===== config.mk =====
export PLATFORM = sky130hd
export DESIGN_NAME = lp_wake_ctrl
export DESIGN_NICKNAME = d
export VERILOG_FILES = /design/src/rtl/lpw_pkg.sv /design/src/rtl/lpw_mode_decode.sv /design/src/rtl/lpw_ude_sync.sv /design/src/rtl/lpw_wake_merge.sv /design/src/rtl/lp_wake_ctrl.sv
export SDC_FILE = /design/constraint.sdc
export NUM_CORES = 1
export LEC_CHECK = 0
export BUFFER_PORTS_ARGS = -buffer_cell sky130_fd_sc_hd__buf_2
export CAP_MARGIN = 40
export CELL_PAD_IN_SITES_DETAIL_PLACEMENT = 2
export CELL_PAD_IN_SITES_GLOBAL_PLACEMENT = 2
export CORE_AREA = 4 4 41 43
export CTS_CLUSTER_SIZE = 24
export DETAILED_ROUTE_END_ITERATION = 6
export DIE_AREA = 0 0 45 47
export GPL_TIMING_DRIVEN = 0
export PLACE_DENSITY = 0.84
export SYNTH_ARGS = -nofsm -noshare
export SYNTH_HDL_FRONTEND = slang
export SYNTH_SLANG_ARGS = --single-unit

===== constraint.sdc =====
create_clock -name clk -period 2.1 [get_ports clk]
set_input_delay 0.21 -clock clk [delete_from_list [all_inputs] [get_ports clk]]
set_output_delay 0.21 -clock clk [all_outputs]
set_load 0.05 [all_outputs]

===== src/rtl/lpw_pkg.sv =====
package lpw_pkg;
  localparam int unsigned N_LP   = 3;
  localparam int unsigned LP_DOZE  = 0;
  localparam int unsigned LP_NAP   = 1;
  localparam int unsigned LP_SLEEP = 2;

  typedef enum logic [2:0] {
    WS_IRQ     = 3'd0,
    WS_DREQ    = 3'd1,
    WS_DEN     = 3'd2,
    WS_SESSION = 3'd3,
    WS_CLKWAKE = 3'd4,
    WS_UDE     = 3'd5
  } wake_src_e;

  localparam int unsigned N_WSRC = 6;
endpackage


===== src/rtl/lpw_mode_decode.sv =====
module lpw_mode_decode #(
  parameter int unsigned N = 3
) (
  input  logic         clk,
  input  logic         rst_n,
  input  logic         wait_en,
  input  logic [N-1:0] mode_sel,
  output logic [N-1:0] lp_req
);
  for (genvar g = 0; g < N; g++) begin : g_mode
    logic req_q;
    always_ff @(posedge clk or negedge rst_n) begin
      if (!rst_n) req_q <= 1'b0;
      else        req_q <= wait_en & mode_sel[g];
    end
    assign lp_req[g] = req_q;

    // without wait-enable on the prior edge no request may be up
    p_no_req_without_we_r1: assert property (@(posedge clk) disable iff (!rst_n)
      ($past(rst_n) && !$past(wait_en)) |-> !lp_req[g]);
  end
endmodule


===== src/rtl/lpw_ude_sync.sv =====
module lpw_ude_sync #(
  parameter int unsigned SYNC_STAGES = 2
) (
  input  logic clk,
  input  logic rst_n,
  input  logic ude_in,
  input  logic clr_pend,
  output logic ude_level,
  output logic ude_event,
  output logic ude_pend
);
  localparam int unsigned LAST = SYNC_STAGES - 1;

  logic [SYNC_STAGES-1:0] chain_q;
  logic                   prev_q;
  logic                   pend_q;

  for (genvar s = 0; s < SYNC_STAGES; s++) begin : g_sync
    always_ff @(posedge clk or negedge rst_n) begin
      if (!rst_n)      chain_q[s] <= 1'b0;
      else if (s == 0) chain_q[s] <= ude_in;
      else             chain_q[s] <= chain_q[(s == 0) ? 0 : s-1];
    end
  end

  always_ff @(posedge clk or negedge rst_n) begin
    if (!rst_n) prev_q <= 1'b0;
    else        prev_q <= chain_q[LAST];
  end

  assign ude_level = chain_q[LAST];
  assign ude_event = chain_q[LAST] & ~prev_q;

  always_ff @(posedge clk or negedge rst_n) begin
    if (!rst_n)         pend_q <= 1'b0;
    else if (ude_event) pend_q <= 1'b1;
    else if (clr_pend)  pend_q <= 1'b0;
  end
  assign ude_pend = pend_q;

  // the event never lasts two cycles
  p_single_pulse_r8: assert property (@(posedge clk) disable iff (!rst_n)
    ude_event |=> !ude_event);
  // pending rises only after an event
  p_pend_after_event_r9: assert property (@(posedge clk) disable iff (!rst_n)
    ($past(rst_n) && $rose(ude_pend)) |-> $past(ude_event));
endmodule


===== src/rtl/lpw_wake_merge.sv =====
module lpw_wake_merge
  import lpw_pkg::*;
(
  input  logic              clk,
  input  logic              rst_n,
  input  logic [N_WSRC-1:0] src,
  output logic              wake
);
  logic wake_d, wake_q;

  assign wake_d = |src;

  always_ff @(posedge clk or negedge rst_n) begin
    if (!rst_n) wake_q <= 1'b0;
    else        wake_q <= wake_d;
  end
  assign wake = wake_q;

  // a pending interrupt always raises wakeup on the next edge
  p_irq_wakes_r3: assert property (@(posedge clk) disable iff (!rst_n)
    ($past(rst_n) && $past(src[WS_IRQ])) |-> wake);
  // clock-wake request always raises wakeup
  p_clkwake_wakes_r6: assert property (@(posedge clk) disable iff (!rst_n)
    ($past(rst_n) && $past(src[WS_CLKWAKE])) |-> wake);
endmodule


===== src/rtl/lp_wake_ctrl.sv =====
module lp_wake_ctrl
  import lpw_pkg::*;
#(
  parameter int unsigned SYNC_STAGES = 2
) (
  input  logic            clk,
  input  logic            rst_n,
  input  logic            wait_en,
  input  logic [N_LP-1:0] mode_sel,
  input  logic            irq_pending,
  input  logic            dbg_req_bit,
  input  logic            ext_dbg_en,
  input  logic            dbg_session,
  input  logic            ext_dbg_mode,
  input  logic            clk_wake_req,
  input  logic            ude_in,
  input  logic            sw_ack,
  output logic [N_LP-1:0] lp_req,
  output logic            wake_out,
  output logic            dbg_event,
  output logic            dbg_pend
);
  logic              ude_level;
  logic [N_WSRC-1:0] wsrc;

  lpw_mode_decode #(.N(N_LP)) u_decode (
    .clk      (clk),
    .rst_n    (rst_n),
    .wait_en  (wait_en),
    .mode_sel (mode_sel),
    .lp_req   (lp_req)
  );

  lpw_ude_sync #(.SYNC_STAGES(SYNC_STAGES)) u_ude (
    .clk       (clk),
    .rst_n     (rst_n),
    .ude_in    (ude_in),
    .clr_pend  (sw_ack | ext_dbg_mode),
    .ude_level (ude_level),
    .ude_event (dbg_event),
    .ude_pend  (dbg_pend)
  );

  always_comb begin
    wsrc             = '0;
    wsrc[WS_IRQ]     = irq_pending;
    wsrc[WS_DREQ]    = dbg_req_bit;
    wsrc[WS_DEN]     = ext_dbg_en;
    wsrc[WS_SESSION] = dbg_session & ext_dbg_mode;
    wsrc[WS_CLKWAKE] = clk_wake_req;
    wsrc[WS_UDE]     = ude_level;
  end

  lpw_wake_merge u_wake (
    .clk   (clk),
    .rst_n (rst_n),
    .src   (wsrc),
    .wake  (wake_out)
  );

  // reset holds every output low
  p_reset_quiet_r2: assert property (@(posedge clk)
    !rst_n |-> (lp_req == '0 && !wake_out && !dbg_event && !dbg_pend));
  // a held synchronized debug level keeps wakeup up
  p_ude_holds_wake_r7: assert property (@(posedge clk) disable iff (!rst_n)
    ($past(rst_n) && $past(ude_level)) |-> wake_out);
endmodule


==> summary.md <==
| Metric | Value |
|---|---|
| Starting density of the core | 0.218 |
| Setup ws final | 0.862 ns |
| Routed vias | 243 |
| Final setup fails | 0 |
| Clock H-tree levels | 1 |
| Num CTS Buffers | 3 |
| Final Cycle Share | 0.590 |
| Clock tree buffer depth | 2 |
| Critical path peak fanout | 3 |
| Leakage | 0.000228 µW |
| Met2 WL | 348 µm |
| Yosys reg bits | 8 |
| Crit end category | output port |
| DRT antenna net count | 0 |
| Routed wire length | 700 µm |
| CTS tree | done |
| Top sig layer | met3 |
| Hold WC Path Type | in -> reg |
| Post-Syn Area | 284 µm² |
| Overflow after GRT | 0 |
| Clk_lat worst skew | 0.24 ns |
| Mapped Cells | 20 |
| Sequential area share after synthesis | 0.705 |
| Overall Global Routing Usage | 0.0756 |
| Final min period | 1.24 ns |
| Clock Skews | 0.00175 ns |
| First-pass GRT wire length | 1.11 mm |
| Internal power | 249 µW |
| Die Area | 0.00212 mm² |
| DR pass1 iterations | 1 |
| Post-synth top area share | 0.705 |
| Hold slack | 0.0694 ns |
| Clock power frac | 0.344 |
| CTS root buffer | clkbuf_4 |
| Critical Path RT | 1.89 ns |
| Initial DRC count | 0 |
| Antenna diode instance count | 0 |
| Resized cells post-CTS | 0 |
| Vias in the first global route | 303 |
| Combinational Power Share | 0.161 |
| Core area | 0.00130 mm² |
| Maxcap violations | 0 |
| Share of cells above drive strength 1 | 0.605 |
| Setup CP Type | reg -> out |
| CP arrival | 1.03 ns |
| Net Sw Frac | 0.254 |
| Placed cell count | 54 |
| Slew Limit Fails | 0 |
| CP max stage cell | dfrtp_1 |
| Standard-cell rows | 13 |
| CP peak stage delay | 0.37 ns |
| Filler instances | 163 |
| Post-layout util | 0.331 |
| Largest net degree at the start of global routing | 9 |
| Status | completed |
| Sink Count | 8 |
| Layout Nets | 59 |
| Placer congestion estimate | 0.650 |
| NetSw | 84.8 µW |
| WL met3 | 143 µm |
| Fin. Hold Viols | 0 |
| Most common cell after layout, fill and taps aside | buf_2 |
| Max Fclk | 807 MHz |
| Setup TNS | 0 ns |
| Dpl ws | 1.11 ns |
| I/O Pins | 20 |
| DRC | 0 |
| Worst setup SP type | flop |
| Avg Cell Area, Syn | 14.2 µm² |
| Maximum vdd drop | 220 µV |
| Wire length per cell | 12.1 µm |
| Port-buffer cells | 19 |
| Die width | 45 µm |
| Syn. warnings | 0 |
| Sequential power share | 0.494 |
| RSZ-0062 raised after global routing | false |
| Pwr Density | 774 mW/mm² |
| Clock Pin Slew Worst Setup and Hold Paths | 0.06 ns |
| Reg2Reg Setup Slack | 1.25 ns |
| Synth cell types | 9 |
| Slew @ Worst Pin | 0.256 ns |
| Die height | 47 µm |
| M1 WL | 208 µm |
| Area leader, netlist | dfrtp_1 |
| Avg Vias per Cell | 4.19 |
| Area growth, synth to finish | 51.5% |
| Synth top area cells | dfrtp_1 70%, buf_4 7.9%, and2_1 6.6% |
| Finished Layout Cells | 58 |
| Slew headroom | 0.828 |
| Initial antenna violation count | 0 |
| Most frequent cells in the layout | 19 x buf_2, 8 x dfrtp_1, 3 x and2_1, 3 x buf_4, 3 x clkbuf_4 |
| Crit-path cells | nor2b_4 -> buf_2 |
| Syn_nets | 34 |
-- flip-flops by register name, summed over array words and instances, names as in the netlist --
name / flops
u_ude.ude_pend: 1
u_decode.g_mode.req_q: 3
u_ude.chain_q: 1
u_wake.wake: 1
u_ude.prev_q: 1
u_ude.ude_level: 1
-- cell usage after synthesis --
cell     number
a21oi_1       1
dfrtp_1       8
nand2_1       1
buf_4         3
nor4_1        1
nor3b_1       1
and2_1        3
nor2b_4       1
or2_1         1
-- stage by stage --
| step | instance area, µm² | power [µW] |
|---|---|---|
| 2_1_floorplan | 284 | 198 |
| 3_3_place_gp | 398 | 219 |
| 3_5_place_dp | 398 | 221 |
| 4_1_cts | 430 | 340 |
| 5_1_grt | 430 | 355 |
| 6_report | 430 | 333 |
-- critical path: cells and delay by family (launching register included) --
kind	cells	cell delay (ns)
flops	1	0.37
buf+inv	1	0.26
simple gates	1	0.15
-- power groups by stage --
stage	combinational, µW	sequential [µW]	clock, µW
3_3_place_gp	51.9	167	0
6_report	53.8	165	115
2_1_floorplan	25.3	173	0
3_5_place_dp	53.6	168	0
4_1_cts	55.1	165	120
5_1_grt	58.4	166	131
-- final timing paths --
| kind | start | to | depth (start not counted) |
|---|---|---|---|
| setup / recovery | u_ude.ude_level$_DFF_PN0_ | dbg_event | 2 |
| hold / removal | ude_in | u_ude.chain_q[0]$_DFF_PN0_ | 1 |
| setup reg to reg | u_ude.ude_level$_DFF_PN0_ | u_ude.ude_pend$_DFFE_PN0P_ | 2 |
| hold reg to reg | u_ude.chain_q[0]$_DFF_PN0_ | u_ude.ude_level$_DFF_PN0_ | 0 |
| max in group asynchronous | rst_n | u_wake.wake$_DFF_PN0_ | 2 |
| min in group asynchronous | rst_n | u_decode.g_mode[2].req_q$_DFF_PN0_ | 2 |
-- final cells by class --
| class | count | area [µm²] | share of cell area |
|---|---|---|---|
| Multi-Input combinational cell | 9 | 61.3 | 0.142 |
| Buffer | 3 | 22.5 | 0.0523 |
| Clock buffer | 3 | 22.5 | 0.0523 |
| Sequential cell | 8 | 200 | 0.465 |
| Timing Repair Buffer | 20 | 105 | 0.244 |
| Tap cell | 15 | 18.8 | 0.0436 |
-- routing by layer --
metal  track usage  up-vias
li1              -      108
met1        0.0696      115
met2         0.136       20
met3        0.0421        0
met4        0.0351        0
met5             0        -
-- cell families after synthesis --
family                 count (synthesis)  synth area share
flip-flops                             8             0.705
buffers and inverters                  3            0.0793
AO/OA/AOI/OAI                          1            0.0176
AND/OR/NAND/NOR                        8             0.198
-- what timing repair did --
action / in CTS / in global routing
buffers inserted: 0 / 0
hold buffers: 1 / 0
endpoints found under the hold margin: 8 / 0
No activity file was read; power rests on OpenSTA's default activity.
